[src/rtl/dpc_pkg.sv]
package dpc_pkg;

   typedef enum logic [3:0] {
      S_IDLE,
      S_PRE_A,
      S_PRE_R,
      S_T1,
      S_T2,
      S_T3,
      S_T4,
      S_RF1,
      S_RF2,
      S_RF3,
      S_RF4
   } dpc_state_e;

   typedef enum logic [1:0] {
      AM_ROW,
      AM_COL,
      AM_REF
   } dpc_amux_e;

   function automatic int max_i(input int a, input int b);
      return (a > b) ? a : b;
   endfunction

endpackage

[src/rtl/dpc_refresh.sv]
module dpc_refresh #(
   parameter int ROW_W        = 4,
   parameter int REF_INTERVAL = 64
) (
   input  logic             clk_i,
   input  logic             rst_i,
   input  logic             grant_i,
   input  logic             finish_i,
   output logic             pend_o,
   output logic [ROW_W-1:0] row_o
);
   localparam int TW = $clog2(REF_INTERVAL);
   localparam logic [TW-1:0] TLAST = TW'(REF_INTERVAL - 1);

   logic [TW-1:0] tick;
   logic          wrap;

   assign wrap = (tick == TLAST);

   always_ff @(posedge clk_i) begin
      if (rst_i) begin
         tick   <= '0;
         pend_o <= 1'b0;
         row_o  <= '0;
      end else begin
         tick <= wrap ? '0 : tick + 1'b1;
         if (grant_i) pend_o <= 1'b0;
         if (wrap)    pend_o <= 1'b1;
         if (finish_i) row_o <= row_o + 1'b1;
      end
   end

   p_ref_step_r9: assert property (@(posedge clk_i) disable iff (rst_i)
      finish_i |=> row_o == ROW_W'($past(row_o) + 1'b1));

   p_pend_hold_r8: assert property (@(posedge clk_i) disable iff (rst_i)
      pend_o && !grant_i |=> pend_o);

endmodule

[src/rtl/dpc_page_track.sv]
module dpc_page_track #(
   parameter int ROW_W     = 4,
   parameter bit PAGE_MODE = 1'b1
) (
   input  logic             clk_i,
   input  logic             rst_i,
   input  logic             open_set_i,
   input  logic             open_clr_i,
   input  logic [ROW_W-1:0] new_row_i,
   input  logic [ROW_W-1:0] cmp_row_i,
   output logic             open_o,
   output logic             hit_o
);
   generate
      if (PAGE_MODE) begin : g_open_page
         logic [ROW_W-1:0] open_row;
         always_ff @(posedge clk_i) begin
            if (rst_i) begin
               open_o   <= 1'b0;
               open_row <= '0;
            end else if (open_clr_i) begin
               open_o <= 1'b0;
            end else if (open_set_i) begin
               open_o   <= 1'b1;
               open_row <= new_row_i;
            end
         end
         assign hit_o = open_o && (open_row == cmp_row_i);

         p_clear_wins_r10: assert property (@(posedge clk_i) disable iff (rst_i)
            open_clr_i |=> !open_o);
      end else begin : g_closed_page
         assign open_o = 1'b0;
         assign hit_o  = 1'b0;
      end
   endgenerate

endmodule

[src/rtl/dpc_addr_mux.sv]
module dpc_addr_mux
   import dpc_pkg::*;
#(
   parameter int ROW_W = 4,
   parameter int COL_W = 4,
   parameter int MA_W  = 4
) (
   input  dpc_amux_e        sel_i,
   input  logic [ROW_W-1:0] row_i,
   input  logic [COL_W-1:0] col_i,
   input  logic [ROW_W-1:0] ref_i,
   output logic [MA_W-1:0]  ma_o
);
   logic [MA_W-1:0] row_x, col_x, ref_x;

   generate
      if (ROW_W < MA_W) begin : g_row_pad
         assign row_x = {{(MA_W-ROW_W){1'b0}}, row_i};
         assign ref_x = {{(MA_W-ROW_W){1'b0}}, ref_i};
      end else begin : g_row_full
         assign row_x = row_i;
         assign ref_x = ref_i;
      end
      if (COL_W < MA_W) begin : g_col_pad
         assign col_x = {{(MA_W-COL_W){1'b0}}, col_i};
      end else begin : g_col_full
         assign col_x = col_i;
      end
   endgenerate

   always_comb begin
      case (sel_i)
         AM_COL:  ma_o = col_x;
         AM_REF:  ma_o = ref_x;
         default: ma_o = row_x;
      endcase
   end

endmodule

[src/rtl/dpc_seq.sv]
module dpc_seq
   import dpc_pkg::*;
#(
   parameter int ROW_W  = 4,
   parameter int COL_W  = 4,
   parameter int DATA_W = 8
) (
   input  logic              clk_i,
   input  logic              rst_i,
   input  logic              cs_i,
   input  logic              rd_wr_i,
   input  logic [ROW_W-1:0]  row_i,
   input  logic [COL_W-1:0]  col_i,
   input  logic [DATA_W-1:0] wdata_i,
   input  logic              hit_i,
   input  logic              open_i,
   input  logic              ref_pend_i,
   input  logic [DATA_W-1:0] dq_in_i,
   output logic              ras_o,
   output logic              cas_o,
   output logic              mem_rd_wr_o,
   output logic              oe_o,
   output logic              dq_drv_o,
   output logic [DATA_W-1:0] dq_out_o,
   output logic              done_o,
   output logic [DATA_W-1:0] rdata_o,
   output dpc_amux_e         amux_o,
   output logic [ROW_W-1:0]  q_row_o,
   output logic [COL_W-1:0]  q_col_o,
   output logic              open_set_o,
   output logic              open_clr_o,
   output logic              ref_grant_o,
   output logic              ref_finish_o
);
   dpc_state_e st, nxt;
   logic       q_rd;
   logic       take;
   logic       col_ph;

   assign take        = (st == S_IDLE) && !ref_pend_i && cs_i;
   assign ref_grant_o = (st == S_IDLE) && ref_pend_i;
   assign ref_finish_o = (st == S_RF4);
   assign open_set_o  = (st == S_T1);
   assign open_clr_o  = (st == S_PRE_A) || (st == S_PRE_R) || (st == S_RF1);
   assign col_ph      = (st == S_T2) || (st == S_T3) || (st == S_T4);

   always_comb begin
      nxt = st;
      case (st)
         S_IDLE: begin
            if (ref_pend_i)  nxt = open_i ? S_PRE_R : S_RF1;
            else if (cs_i)   nxt = hit_i ? S_T2 : (open_i ? S_PRE_A : S_T1);
         end
         S_PRE_A: nxt = S_T1;
         S_PRE_R: nxt = S_RF1;
         S_T1:    nxt = S_T2;
         S_T2:    nxt = S_T3;
         S_T3:    nxt = S_T4;
         S_T4:    nxt = S_IDLE;
         S_RF1:   nxt = S_RF2;
         S_RF2:   nxt = S_RF3;
         S_RF3:   nxt = S_RF4;
         S_RF4:   nxt = S_IDLE;
         default: nxt = S_IDLE;
      endcase
   end

   always_ff @(posedge clk_i) begin
      if (rst_i) begin
         st       <= S_IDLE;
         q_row_o  <= '0;
         q_col_o  <= '0;
         q_rd     <= 1'b1;
         dq_out_o <= '0;
         done_o   <= 1'b0;
         rdata_o  <= '0;
      end else begin
         st     <= nxt;
         done_o <= (st == S_T4);
         if (take) begin
            q_row_o  <= row_i;
            q_col_o  <= col_i;
            q_rd     <= rd_wr_i;
            dq_out_o <= wdata_i;
         end
         if (st == S_T4 && q_rd) rdata_o <= dq_in_i;
      end
   end

   always_comb begin
      ras_o       = 1'b0;
      amux_o      = AM_ROW;
      case (st)
         S_IDLE:                    ras_o = open_i;
         S_T1:                      ras_o = 1'b1;
         S_T2, S_T3, S_T4: begin
            ras_o  = 1'b1;
            amux_o = AM_COL;
         end
         S_RF1, S_RF2, S_RF3: begin
            ras_o  = 1'b1;
            amux_o = AM_REF;
         end
         S_RF4:                     amux_o = AM_REF;
         default:                   ras_o = 1'b0;
      endcase
      cas_o       = col_ph;
      mem_rd_wr_o = col_ph ? q_rd : 1'b1;
      oe_o        = ((st == S_T3) || (st == S_T4)) && q_rd;
      dq_drv_o    = col_ph && !q_rd;
   end

   p_idle_quiet_r1: assert property (@(posedge clk_i) disable iff (rst_i)
      (st == S_IDLE) && !cs_i && !ref_pend_i |=> !cas_o && !done_o && (ras_o == $past(ras_o)));

   p_cas_after_ras_r2: assert property (@(posedge clk_i) disable iff (rst_i)
      $rose(cas_o) |-> $past(ras_o));

   p_no_drive_clash_r4: assert property (@(posedge clk_i) disable iff (rst_i)
      !(oe_o && dq_drv_o));

   p_write_stable_r5: assert property (@(posedge clk_i) disable iff (rst_i)
      dq_drv_o && $past(dq_drv_o) |-> $stable(dq_out_o) && $stable(q_col_o));

   p_ref_first_r8: assert property (@(posedge clk_i) disable iff (rst_i)
      (st == S_IDLE) && ref_pend_i |=> (st == S_PRE_R) || (st == S_RF1));

   p_no_cas_in_ref_r8: assert property (@(posedge clk_i) disable iff (rst_i)
      (amux_o == AM_REF) |-> !cas_o);

   p_closed_after_ref_r10: assert property (@(posedge clk_i) disable iff (rst_i)
      (st == S_RF4) |-> !open_i);

   p_done_pulse_r11: assert property (@(posedge clk_i) disable iff (rst_i)
      done_o |=> !done_o);

endmodule

[src/rtl/dram_page_ctrl.sv]
module dram_page_ctrl
   import dpc_pkg::*;
#(
   parameter int ROW_W        = 4,
   parameter int COL_W        = 4,
   parameter int DATA_W       = 8,
   parameter int REF_INTERVAL = 64,
   parameter bit PAGE_MODE    = 1'b1,
   localparam int ADDR_W      = ROW_W + COL_W,
   localparam int MA_W        = max_i(ROW_W, COL_W)
) (
   input  logic              clk_i,
   input  logic              rst_i,
   input  logic              cs_i,
   input  logic              rd_wr_i,
   input  logic [ADDR_W-1:0] addr_i,
   input  logic [DATA_W-1:0] wdata_i,
   output logic              done_o,
   output logic [DATA_W-1:0] rdata_o,
   output logic [MA_W-1:0]   ma_o,
   output logic              ras_o,
   output logic              cas_o,
   output logic              mem_rd_wr_o,
   output logic              oe_o,
   output logic              dq_drv_o,
   output logic [DATA_W-1:0] dq_out_o,
   input  logic [DATA_W-1:0] dq_in_i
);
   if (ROW_W < 1 || COL_W < 1 || DATA_W < 1) begin : g_bad_width
      initial $fatal(1, "dram_page_ctrl: widths must be positive");
   end
   if (REF_INTERVAL < 16) begin : g_bad_interval
      initial $fatal(1, "dram_page_ctrl: refresh interval too short");
   end

   logic [ROW_W-1:0] in_row, q_row, ref_row;
   logic [COL_W-1:0] in_col, q_col;
   logic             hit, open_v, ref_pend;
   logic             open_set, open_clr, ref_grant, ref_finish;
   dpc_amux_e        amux;

   assign in_row = addr_i[ADDR_W-1:COL_W];
   assign in_col = addr_i[COL_W-1:0];

   dpc_seq #(.ROW_W(ROW_W), .COL_W(COL_W), .DATA_W(DATA_W)) u_seq (
      .clk_i(clk_i), .rst_i(rst_i), .cs_i(cs_i), .rd_wr_i(rd_wr_i),
      .row_i(in_row), .col_i(in_col), .wdata_i(wdata_i),
      .hit_i(hit), .open_i(open_v), .ref_pend_i(ref_pend), .dq_in_i(dq_in_i),
      .ras_o(ras_o), .cas_o(cas_o), .mem_rd_wr_o(mem_rd_wr_o), .oe_o(oe_o),
      .dq_drv_o(dq_drv_o), .dq_out_o(dq_out_o), .done_o(done_o), .rdata_o(rdata_o),
      .amux_o(amux), .q_row_o(q_row), .q_col_o(q_col),
      .open_set_o(open_set), .open_clr_o(open_clr),
      .ref_grant_o(ref_grant), .ref_finish_o(ref_finish)
   );

   dpc_page_track #(.ROW_W(ROW_W), .PAGE_MODE(PAGE_MODE)) u_track (
      .clk_i(clk_i), .rst_i(rst_i), .open_set_i(open_set), .open_clr_i(open_clr),
      .new_row_i(q_row), .cmp_row_i(in_row), .open_o(open_v), .hit_o(hit)
   );

   dpc_refresh #(.ROW_W(ROW_W), .REF_INTERVAL(REF_INTERVAL)) u_ref (
      .clk_i(clk_i), .rst_i(rst_i), .grant_i(ref_grant), .finish_i(ref_finish),
      .pend_o(ref_pend), .row_o(ref_row)
   );

   dpc_addr_mux #(.ROW_W(ROW_W), .COL_W(COL_W), .MA_W(MA_W)) u_amux (
      .sel_i(amux), .row_i(q_row), .col_i(q_col), .ref_i(ref_row), .ma_o(ma_o)
   );

   p_addr_hold_r5: assert property (@(posedge clk_i) disable iff (rst_i)
      dq_drv_o && $past(dq_drv_o) |-> $stable(ma_o));

endmodule

[config.mk]
export PLATFORM = sky130hd
export DESIGN_NAME = dram_page_ctrl
export DESIGN_NICKNAME = d
export VERILOG_FILES = /design/src/rtl/dpc_pkg.sv /design/src/rtl/dpc_refresh.sv /design/src/rtl/dpc_page_track.sv /design/src/rtl/dpc_addr_mux.sv /design/src/rtl/dpc_seq.sv /design/src/rtl/dram_page_ctrl.sv
export SDC_FILE = /design/constraint.sdc
export NUM_CORES = 1
export LEC_CHECK = 0
export ABC_AREA = 1
export BUFFER_PORTS_ARGS = -buffer_cell sky130_fd_sc_hd__buf_2
export CAP_MARGIN = 25
export CORE_MARGIN = 2
export CORE_UTILIZATION = 54
export CTS_BUF_LIST = sky130_fd_sc_hd__clkbuf_8
export CTS_CLUSTER_DIAMETER = 150
export CTS_CLUSTER_SIZE = 14
export DETAILED_ROUTE_END_ITERATION = 6
export PLACE_DENSITY = 0.82
export SETUP_SLACK_MARGIN = 0.4
export SYNTH_ARGS = -nofsm -noshare
export SYNTH_HDL_FRONTEND = slang
export SYNTH_SLANG_ARGS = --single-unit
[constraint.sdc]
create_clock -name clk_i -period 2.2 [get_ports clk_i]
set_input_delay 0.44 -clock clk_i [delete_from_list [all_inputs] [get_ports clk_i]]
set_output_delay 0.44 -clock clk_i [all_outputs]
set_load 0.03 [all_outputs]
==> results of run 1 <==
## worst register-to-register path, delay by kind of cell (launching register included)
| family | cells | cell delay, ps |
|---|---|---|
| buf+inv | 3 | 530 |
| flops | 1 | 360 |
| compound gates | 2 | 230 |
| simple gates | 3 | 370 |
## cell type report
class,count,area (sq um)
Clock inverter,3,40.0
Multi-Input combinational cell,192,1110
Inverter,33,136
Sequential cell,46,931
Timing Repair Buffer,60,362
Fill cell,279,902
Tap cell,48,60.1
Clock buffer,5,68.8
## routing by layer
metal | wire (microns) | track usage, %
met1 | 2110 | 28.2
met2 | 2540 | 43.6
met3 | 239 | 7.29
met4 | 55 | 8.78
met5 | 0 | 0
## metrics by stage
step / setup TNS (ps) / utilization (%)
final: -428 / 75.0
after global routing: -772 / 75.0
after CTS: -217 / 72.5
after detailed placement: 0 / 66.2
after global placement: 0 / 66.2
after floorplan: 0 / -
## sequential cells by signal, summed over array words and instances (netlist names)
name / cells
u_seq.dq_out_o: 8
u_seq.rdata_o: 8
u_ref.tick: 6
u_ref.row_o: 4
u_seq.q_col_o: 4
u_seq.q_row_o: 4
u_seq.st: 4
u_track.g_open_page.open_row: 4
u_ref.pend_o: 1
u_seq.done_o: 1
u_seq.q_rd: 1
u_track.open_o: 1
## timing repair
action | in CTS | in global routing
cloned | 0 | 0
pin swaps | 4 | 11
gates resized for setup | 31 | 19
buffers inserted | 3 | 3
endpoints found under the hold margin | 0 | 0
endpoints found under the setup margin | 8 | 8
## cells by family after synthesis
kind of cell / share of synthesized area, %
buf+inv: 8.18
simple gates: 27.0
fa+ha+maj: 2.50
xor+xnor: 1.75
flops: 46.0
compound gates: 14.6
## placed cells by master (no fill, tap or decap), types with 5 or more instances in the layout
cell,instances
a21oi_1,12
a21oi_4,6
buf_2,46
buf_4,7
buf_6,7
clkbuf_8,5
dfxtp_1,42
inv_1,23
inv_2,7
nand2_1,29
nand2_2,7
nand3_1,5
nor2_1,61
nor2_4,10
nor3_1,5
o21ai_0,30
## power by group
| group | internal, uW | switching [uW] | leakage, uW |
|---|---|---|---|
| combinational | 590 | 991 | 0.000780 |
| clock | 334 | 272 | 0.0000579 |
| sequential | 1010 | 153 | 0.000378 |
| total | 1930 | 1420 | 0.00122 |
## worst max-delay path by stage
stage               cells past startpoint      end
CTS                                    10  ma_o[0]
global placement                       10  ma_o[3]
detailed placement                     10  ma_o[1]
global route                            9  ma_o[2]
finish                                  9  ma_o[2]
floorplan                              10  ma_o[1]
==> results.py, run 1 <==
metrics = {
    "run_status": {
        "status": "complete, but fails checks",
        "violations": "negative setup slack",
    },
    "placed_design": {
        "place_inst": 373,
        "preCtsSetupSlack_ps": 109,
        "portBuffers": 53,
        "gp_congestion": 0.904,
        "hpwl_mm": 3.18,
        "place_area_sq_um": 2390,
    },
    "critical_path": {
        "path_buf_inv": 4,
        "rr_endpoint": "u_seq.q_row_o[0]",
        "startpoint_type": "register",
        "arrival_ps": 1890,
        "critical_path_class": "reg -> out",
        "required_ps": 1760,
        "crit_path_frequent_cell": "nor2_4",
        "cp_top_family": "simple AND/OR/NAND/NOR gates",
        "cp_slowest_cell": "dfxtp_2",
        "worstRegToRegCells": 8,
        "path_cells": "nand2_2 -> inv_1 -> nor2_4 -> inv_2 -> ha_4 -> inv_8 -> nor2_4 -> a21oi_4 -> buf_6",
        "timing.rr.start": "u_seq.st[2]",
        "worst-r2r-setup-slack_ps": 630,
        "crit_path_max_fanout": 5,
        "crit_start": "u_seq.st[0]",
        "cp-end-kind": "output pin",
        "cpPeakStageDelay_ps": 370,
    },
    "drt": {
        "wire_per_inst_microns": 12.8,
        "drt-initial-drc-count": 67,
        "dr_total_vias": 1900,
        "dr.pass1.iters": 4,
        "viasPerCell": 4.91,
        "routed_wirelength_mm": 4.94,
        "postRouteAntennaNets": 0,
        "drc": 0,
    },
    "synth": {
        "yosysMostFrequentCell": "nor2_1",
        "postSynthCellCount": 278,
        "synth-seq-area-share_pct": 46.0,
        "yosys-top-cells-area": "dfxtp_1 46%, nor2_1 13%, o21ai_0 7.7%, nand2_1 6.6%, a21oi_1 5.5%",
        "ys_warn_count": 0,
        "ys_seq_elements": 46,
        "synth_top_area_share_pct": 46.0,
        "netlist_area_sq_um": 2000,
        "synthFlopType": "dfxtp_1",
        "ys_async_sr_fraction_pct": 0,
        "yosysTopAreaCell": "dfxtp_1",
        "synth_cell_types": 26,
        "synth-edff-count": 0,
        "avgSynthCellArea_sq_um": 7.21,
        "netlist_top_cells_count": "69 x nor2_1, 46 x dfxtp_1, 35 x nand2_1",
        "synthesis.nets": 310,
    },
    "cts": {
        "clkTransAtPathRegs_ps": 80,
        "cts_buffer_depth": 2,
        "cts_root_buf": "clkbuf_8",
        "clkLatencyLatePin_ps": 300,
        "cts-hold-fix-buffers": 0,
        "cts.sinks": 46,
        "cts_buffers": 5,
        "htree_levels": 2,
        "cts_tree": "yes",
    },
    "sta": {
        "setup_ws_ps": -127,
        "rsz0062_at_grt": "true",
        "slew_violations": 0,
        "timing.hold.ws_ps": 343,
        "worst_pin_slew_ps": 330,
        "finalHoldViolations": 0,
        "fmax_ghz": 0.430,
        "fin_crit_sh_pct": 106,
        "finalSetupViolCount": 4,
        "slew_headroom_pct": 78.0,
        "period_needed_ps": 2330,
        "finalClockSkew_ps": 5.59,
    },
    "pwr": {
        "total_power_uw": 3350,
        "powerDensity_nw_per_um2": 1240,
        "p_leak_uw": 0.00122,
        "vdd.ir_drop.worst_mv": 0.658,
    },
    "global_routing": {
        "grt_pass1_vias": 1819,
        "grt_pass1_wl_mm": 7.96,
        "gr-usage-all-layers_pct": 24.7,
        "grt_start_max_net_pins": 32,
        "gr-total-overflow": 0,
        "grt_antenna_before_repair": 0,
    },
    "floorplanning": {
        "initial_core_util_pct": 55.6,
        "core_area_sq_um": 3610,
        "die_x_microns": 64.9,
        "rows": 22,
        "die-area_sq_um": 4210,
        "die_h_microns": 64.9,
        "ios": 54,
    },
    "layout": {
        "fin_area_sq_um": 2700,
        "n_antenna_cell": 0,
        "nNetsFinal": 370,
        "areaGrowthSynthToFinish_pct": 35.0,
        "drive_gt1_share_pct": 34.5,
        "fin_cells": 387,
    },
    "hold_path": {
        "holdCritPathClass": "in -> reg",
        "hold_end": "u_seq.q_rd",
        "min_from": "rd_wr_i",
        "holdPathStages": 3,
    },
    "flow_run": {
        "max_cap_violations": 0,
    },
}
Note: power is estimated with default switching activity, not from simulation.
==> inputs of run 2 (changes only) <==
Settings changed: CORE_ASPECT_RATIO from default to 1.75, SETUP_SLACK_MARGIN 0.4 to default.
==> results.py, run 2 (same netlist as run 1, synthesis figures left out) <==
metrics = {
    "cts": {
        "cts_buffers": 5,
        "clkLatencyLatePin_ps": 310,
        "cts.sinks": 46,
        "clkTransAtPathRegs_ps": 90,
        "htree_levels": 2,
        "cts_root_buf": "clkbuf_8",
        "cts-hold-fix-buffers": 0,
        "cts_buffer_depth": 2,
        "cts_tree": "yes",
    },
    "floorplanning": {
        "ios": 54,
        "die_h_microns": 84.6,
        "core_area_sq_um": 3590,
        "initial_core_util_pct": 55.8,
        "die_x_microns": 50.0,
        "die-area_sq_um": 4230,
        "rows": 29,
    },
    "sta": {
        "period_needed_ps": 2320,
        "fin_crit_sh_pct": 106,
        "finalSetupViolCount": 4,
        "slew_headroom_pct": 78.2,
        "worst_pin_slew_ps": 326,
        "finalClockSkew_ps": 9.93,
        "setup_ws_ps": -123,
        "finalHoldViolations": 0,
        "fmax_ghz": 0.430,
        "rsz0062_at_grt": "true",
        "slew_violations": 0,
    },
    "global_routing": {
        "met2_usage_pct": 37.4,
        "grt_start_max_net_pins": 33,
        "gr-total-overflow": 0,
        "grt_pass1_wl_mm": 7.19,
        "grt_antenna_before_repair": 0,
        "grt_use_met3_pct": 5.52,
        "grt_use_met1_pct": 25.3,
        "top_usage_layer": "met2",
        "grt_pass1_vias": 1678,
        "gr-usage-all-layers_pct": 22.0,
    },
    "pwr": {
        "seqPwrFrac_pct": 37.1,
        "powerDensity_nw_per_um2": 1210,
        "p_leak_uw": 0.00118,
        "vdd.ir_drop.worst_mv": 0.871,
        "power_frac_comb_pct": 46.6,
        "power_frac_clock_pct": 16.3,
        "total_power_uw": 3110,
        "p_int_uw": 1750,
        "net-switching-power_uw": 1360,
        "switching_share_pct": 43.7,
    },
    "hold_path": {
        "holdPathStages": 3,
        "holdCritPathClass": "in -> reg",
    },
    "layout": {
        "fin_cells": 385,
        "n_antenna_cell": 0,
        "fin_area_sq_um": 2570,
        "areaGrowthSynthToFinish_pct": 28.2,
        "nNetsFinal": 370,
        "drive_gt1_share_pct": 31.3,
        "largest_registers": "u_seq.dq_out_o x8, u_seq.rdata_o x8, u_ref.tick x6",
        "fillers": 295,
        "final_cell_mix": "63 x nor2_1, 49 x buf_2, 42 x dfxtp_1",
        "final_common_cell": "nor2_1",
    },
    "critical_path": {
        "worst-r2r-setup-slack_ps": 560,
        "cp_top_family": "compound AO/OA/AOI/OAI gates",
        "critical_path_class": "reg -> out",
        "worstRegToRegCells": 8,
        "path_depth": 10,
        "cpPeakStageDelay_ps": 370,
        "cp_slowest_cell": "dfxtp_4",
        "crit_path_max_fanout": 5,
        "arrival_ps": 1880,
        "cp-end-kind": "output pin",
        "required_ps": 1760,
        "startpoint_type": "register",
        "path_cells": "inv_4 -> nor2_4 -> inv_4 -> nor2_4 -> a21oi_2 -> nand2_2 -> ha_4 -> a21oi_1 -> a21oi_2 -> buf_6",
        "path_buf_inv": 3,
    },
    "drt": {
        "postRouteAntennaNets": 0,
        "routed_wirelength_mm": 4.84,
        "drt-initial-drc-count": 42,
        "wire_per_inst_microns": 12.6,
        "dr.pass1.iters": 4,
        "dr_total_vias": 1963,
        "viasPerCell": 5.10,
        "drc": 0,
    },
    "placed_design": {
        "gp_congestion": 0.934,
        "hpwl_mm": 3.27,
        "portBuffers": 53,
        "place_area_sq_um": 2320,
        "place_inst": 372,
    },
    "run_status": {
        "status": "complete, but fails checks",
        "violations": "negative setup slack",
    },
    "flow_run": {
        "max_cap_violations": 0,
    },
}
## run 2: changes by cell type in the layout (fill, tap and decap cells not counted), moves of 2 or more
cell / delta
inv_2: -2
nand2_1: +4
buf_2: +3
buf_6: -3
nor2_1: +2
a21oi_4: -6
a21oi_2: +4
nor2_4: -3
inv_1: +3
nand2_2: -3
a21oi_1: +2
## run 2: final timing paths
kind	from	to
setup reg to reg	u_seq.st[2]	u_seq.q_row_o[2]
hold / removal	rd_wr_i	u_seq.q_rd
hold reg to reg	u_ref.tick[0]	u_ref.tick[0]
setup / recovery	u_seq.st[2]	ma_o[0]
## run 2: cell type report
class                      count  area, sq um  share of cell area, %
clock buffer                   5         68.8                   2.68
clock inverter                 3         17.5                  0.682
inverter                      33          134                   5.21
multi-input combinational    192         1020                   39.7
sequential                    46          928                   36.2
tap                           46         57.6                   2.24
timing repair buffer          60          343                   13.4
## run 2: tightest hold or removal path: stages
cell	delay (ps)
buf_2	80
nand2_1	40
nand3_1	50
## run 2: through the flow
stage | util, % | setup TNS (ps) | setup WS, ps | hold WS, ps
final | 71.5 | -454 | -123 | 334
after detailed placement | 64.5 | 0 | 35.9 | 452
after CTS | 68.4 | -42.5 | -18.0 | 330
after global placement | 64.5 | 0 | 139 | 442
after global routing | 71.5 | -667 | -182 | 384
after floorplan | - | 0 | 162 | 430
## run 2: power by group through the flow
stage	Combinational, uW	Sequential, uW	Clock [uW]
detailed placement	1200	1140	0
CTS	1300	1130	513
finish	1450	1150	506
global placement	1180	1140	0
global route	1570	1170	546
floorplan	810	1250	0
## run 2: repair_timing
action / CTS / global route
pin swaps: 1 / 4
gates resized for setup: 22 / 19
buffers inserted: 0 / 5
gates cloned: 0 / 0
endpoints found under the setup margin: 4 / 4
## run 2: metal layers
layer	share of wire, %	wire (microns)
met5	0	0
met4	2.4	114
met3	4.2	204
met2	54	2610
met1	40	1910
==> inputs of run 3 (changes only) <==
Settings changed: CORE_UTILIZATION 54 to 40, PLACE_DENSITY 0.82 to default.
==> results.py, run 3 (same netlist as run 1, synthesis figures left out) <==
metrics = {
    "placed_design": {
        "place_inst": 380,
        "gp_congestion": 0.839,
        "hpwl_mm": 3.52,
        "portBuffers": 53,
    },
    "critical_path": {
        "critical_path_class": "reg -> out",
        "path_cells": "inv_2 -> nor2_4 -> inv_4 -> nor2_4 -> a21oi_2 -> nand2_2 -> ha_4 -> a21oi_1 -> a21oi_2 -> buf_6",
        "startpoint_type": "register",
        "cp-end-kind": "output pin",
        "path_buf_inv": 3,
        "arrival_ps": 1760,
        "rr_endpoint": "u_seq.q_row_o[2]",
        "required_ps": 1760,
        "crit_start": "u_seq.st[2]",
        "cp_top_family": "flip-flops",
        "crit_end": "ma_o[2]",
        "path_depth": 10,
        "cpPeakStageDelay_ps": 340,
        "cp_slowest_cell": "dfxtp_2",
        "crit_path_max_fanout": 5,
        "worst-r2r-setup-slack_ps": 640,
        "timing.rr.start": "u_seq.st[2]",
        "worstRegToRegCells": 8,
    },
    "floorplanning": {
        "die_h_microns": 97.6,
        "die_x_microns": 57.5,
        "rows": 34,
        "core_area_sq_um": 4890,
        "initial_core_util_pct": 40.9,
        "die-area_sq_um": 5610,
        "ios": 54,
    },
    "sta": {
        "setup_ws_ps": -0.202,
        "fin_crit_sh_pct": 100,
        "period_needed_ps": 2200,
        "finalSetupViolCount": 1,
        "worst_pin_slew_ps": 337,
        "setup-tns-final_ps": -0.202,
        "finalHoldViolations": 0,
        "fmax_ghz": 0.455,
        "slew_headroom_pct": 77.5,
        "rsz0062_at_grt": "true",
        "finalClockSkew_ps": 7.69,
        "slew_violations": 0,
    },
    "global_routing": {
        "grt_pass1_vias": 1858,
        "gr-total-overflow": 0,
        "grt_antenna_before_repair": 0,
        "grt_pass1_wl_mm": 8.12,
        "gr-usage-all-layers_pct": 18.4,
        "grt_start_max_net_pins": 26,
    },
    "drt": {
        "wire_per_inst_microns": 12.1,
        "dr_total_vias": 1920,
        "dr.pass1.iters": 4,
        "routed_wirelength_mm": 4.78,
        "postRouteAntennaNets": 0,
        "drt-initial-drc-count": 52,
        "drc": 0,
        "viasPerCell": 4.86,
    },
    "layout": {
        "areaGrowthSynthToFinish_pct": 30.0,
        "drive_gt1_share_pct": 32.3,
        "fin_cells": 395,
        "final_common_cell": "nor2_1",
        "n_antenna_cell": 0,
        "largest_registers": "u_seq.dq_out_o x8, u_seq.rdata_o x8, u_ref.tick x6",
        "final_cell_mix": "62 x nor2_1, 48 x buf_2, 42 x dfxtp_1",
        "nNetsFinal": 372,
    },
    "pwr": {
        "vdd.ir_drop.worst_mv": 0.728,
        "p_leak_uw": 0.00121,
        "powerDensity_nw_per_um2": 1200,
    },
    "cts": {
        "clkLatencyLatePin_ps": 310,
        "cts.sinks": 46,
        "cts_root_buf": "clkbuf_8",
        "cts_buffer_depth": 2,
        "cts-hold-fix-buffers": 0,
        "cts_tree": "yes",
        "cts_buffers": 5,
        "htree_levels": 2,
        "clkTransAtPathRegs_ps": 90,
    },
    "run_status": {
        "status": "complete, but fails checks",
        "violations": "negative setup slack",
    },
    "flow_run": {
        "max_cap_violations": 0,
    },
    "hold_path": {
        "holdCritPathClass": "in -> reg",
        "min_from": "rd_wr_i",
    },
}
[run 3: layout make-up]
cell class | instances | area [sq um]
fill | 497 | 2290
clock inverter | 3 | 21.3
sequential | 46 | 928
timing repair buffer | 62 | 368
inverter | 33 | 129
clock buffer | 5 | 68.8
multi-input combinational | 192 | 1020
tap | 54 | 67.6
[run 3: through the flow]
step | area [sq um] | util [%] | setup slack (ps) | hold slack, ps | power, uW
2_1_floorplan | 2020 | - | 162 | 430 | 2060
3_3_place_gp | 2330 | 47.5 | 81.2 | 446 | 2350
3_5_place_dp | 2330 | 47.5 | 47.6 | 453 | 2370
4_1_cts | 2560 | 52.4 | -15.2 | 320 | 3100
5_1_grt | 2610 | 53.2 | -98.1 | 336 | 3360
6_report | 2610 | 53.2 | -0.202 | 339 | 3130
[run 3: worst min-delay path, delay by kind of cell]
family                 cells  cell delay [ps]
and+or+nand+nor            2              100
buffers and inverters      1               70
[run 3: repair_timing]
item                                    in CTS  in global routing
gates resized for setup                     31                 13
endpoints found under the setup margin       4                  5
pin swaps                                    2                  3
setup buffers                                8                  1
[run 3: metal layers]
| metal | wire length [microns] | share of wire (%) | global-route usage (%) | vias up |
|---|---|---|---|---|
| met5 | 0 | 0 | 0 | - |
| met4 | 120 | 2.5 | 8.05 | 0 |
| met3 | 248 | 5.2 | 3.73 | 11 |
| met2 | 2600 | 54 | 33.0 | 57 |
| met1 | 1810 | 38 | 19.9 | 844 |
| li1 | - | - | - | 1008 |
[run 3: report_power, final]
group / internal (uW) / total, uW / leakage [uW] / switching, uW
logic: 545 / 1470 / 0.000784 / 921
clock network: 223 / 521 / 0.0000441 / 298
registers: 1010 / 1140 / 0.000378 / 131
[run 3: worst min path at each step]
stage                          endpoint  slack, ps  cells past startpoint
after floorplan           u_ref.tick[0]        430                      1
after CTS                    u_seq.q_rd        320                      3
after detailed placement  u_ref.tick[0]        450                      1
final                        u_seq.q_rd        340                      3
after global placement    u_ref.tick[0]        450                      1
after global routing         u_seq.q_rd        340                      3
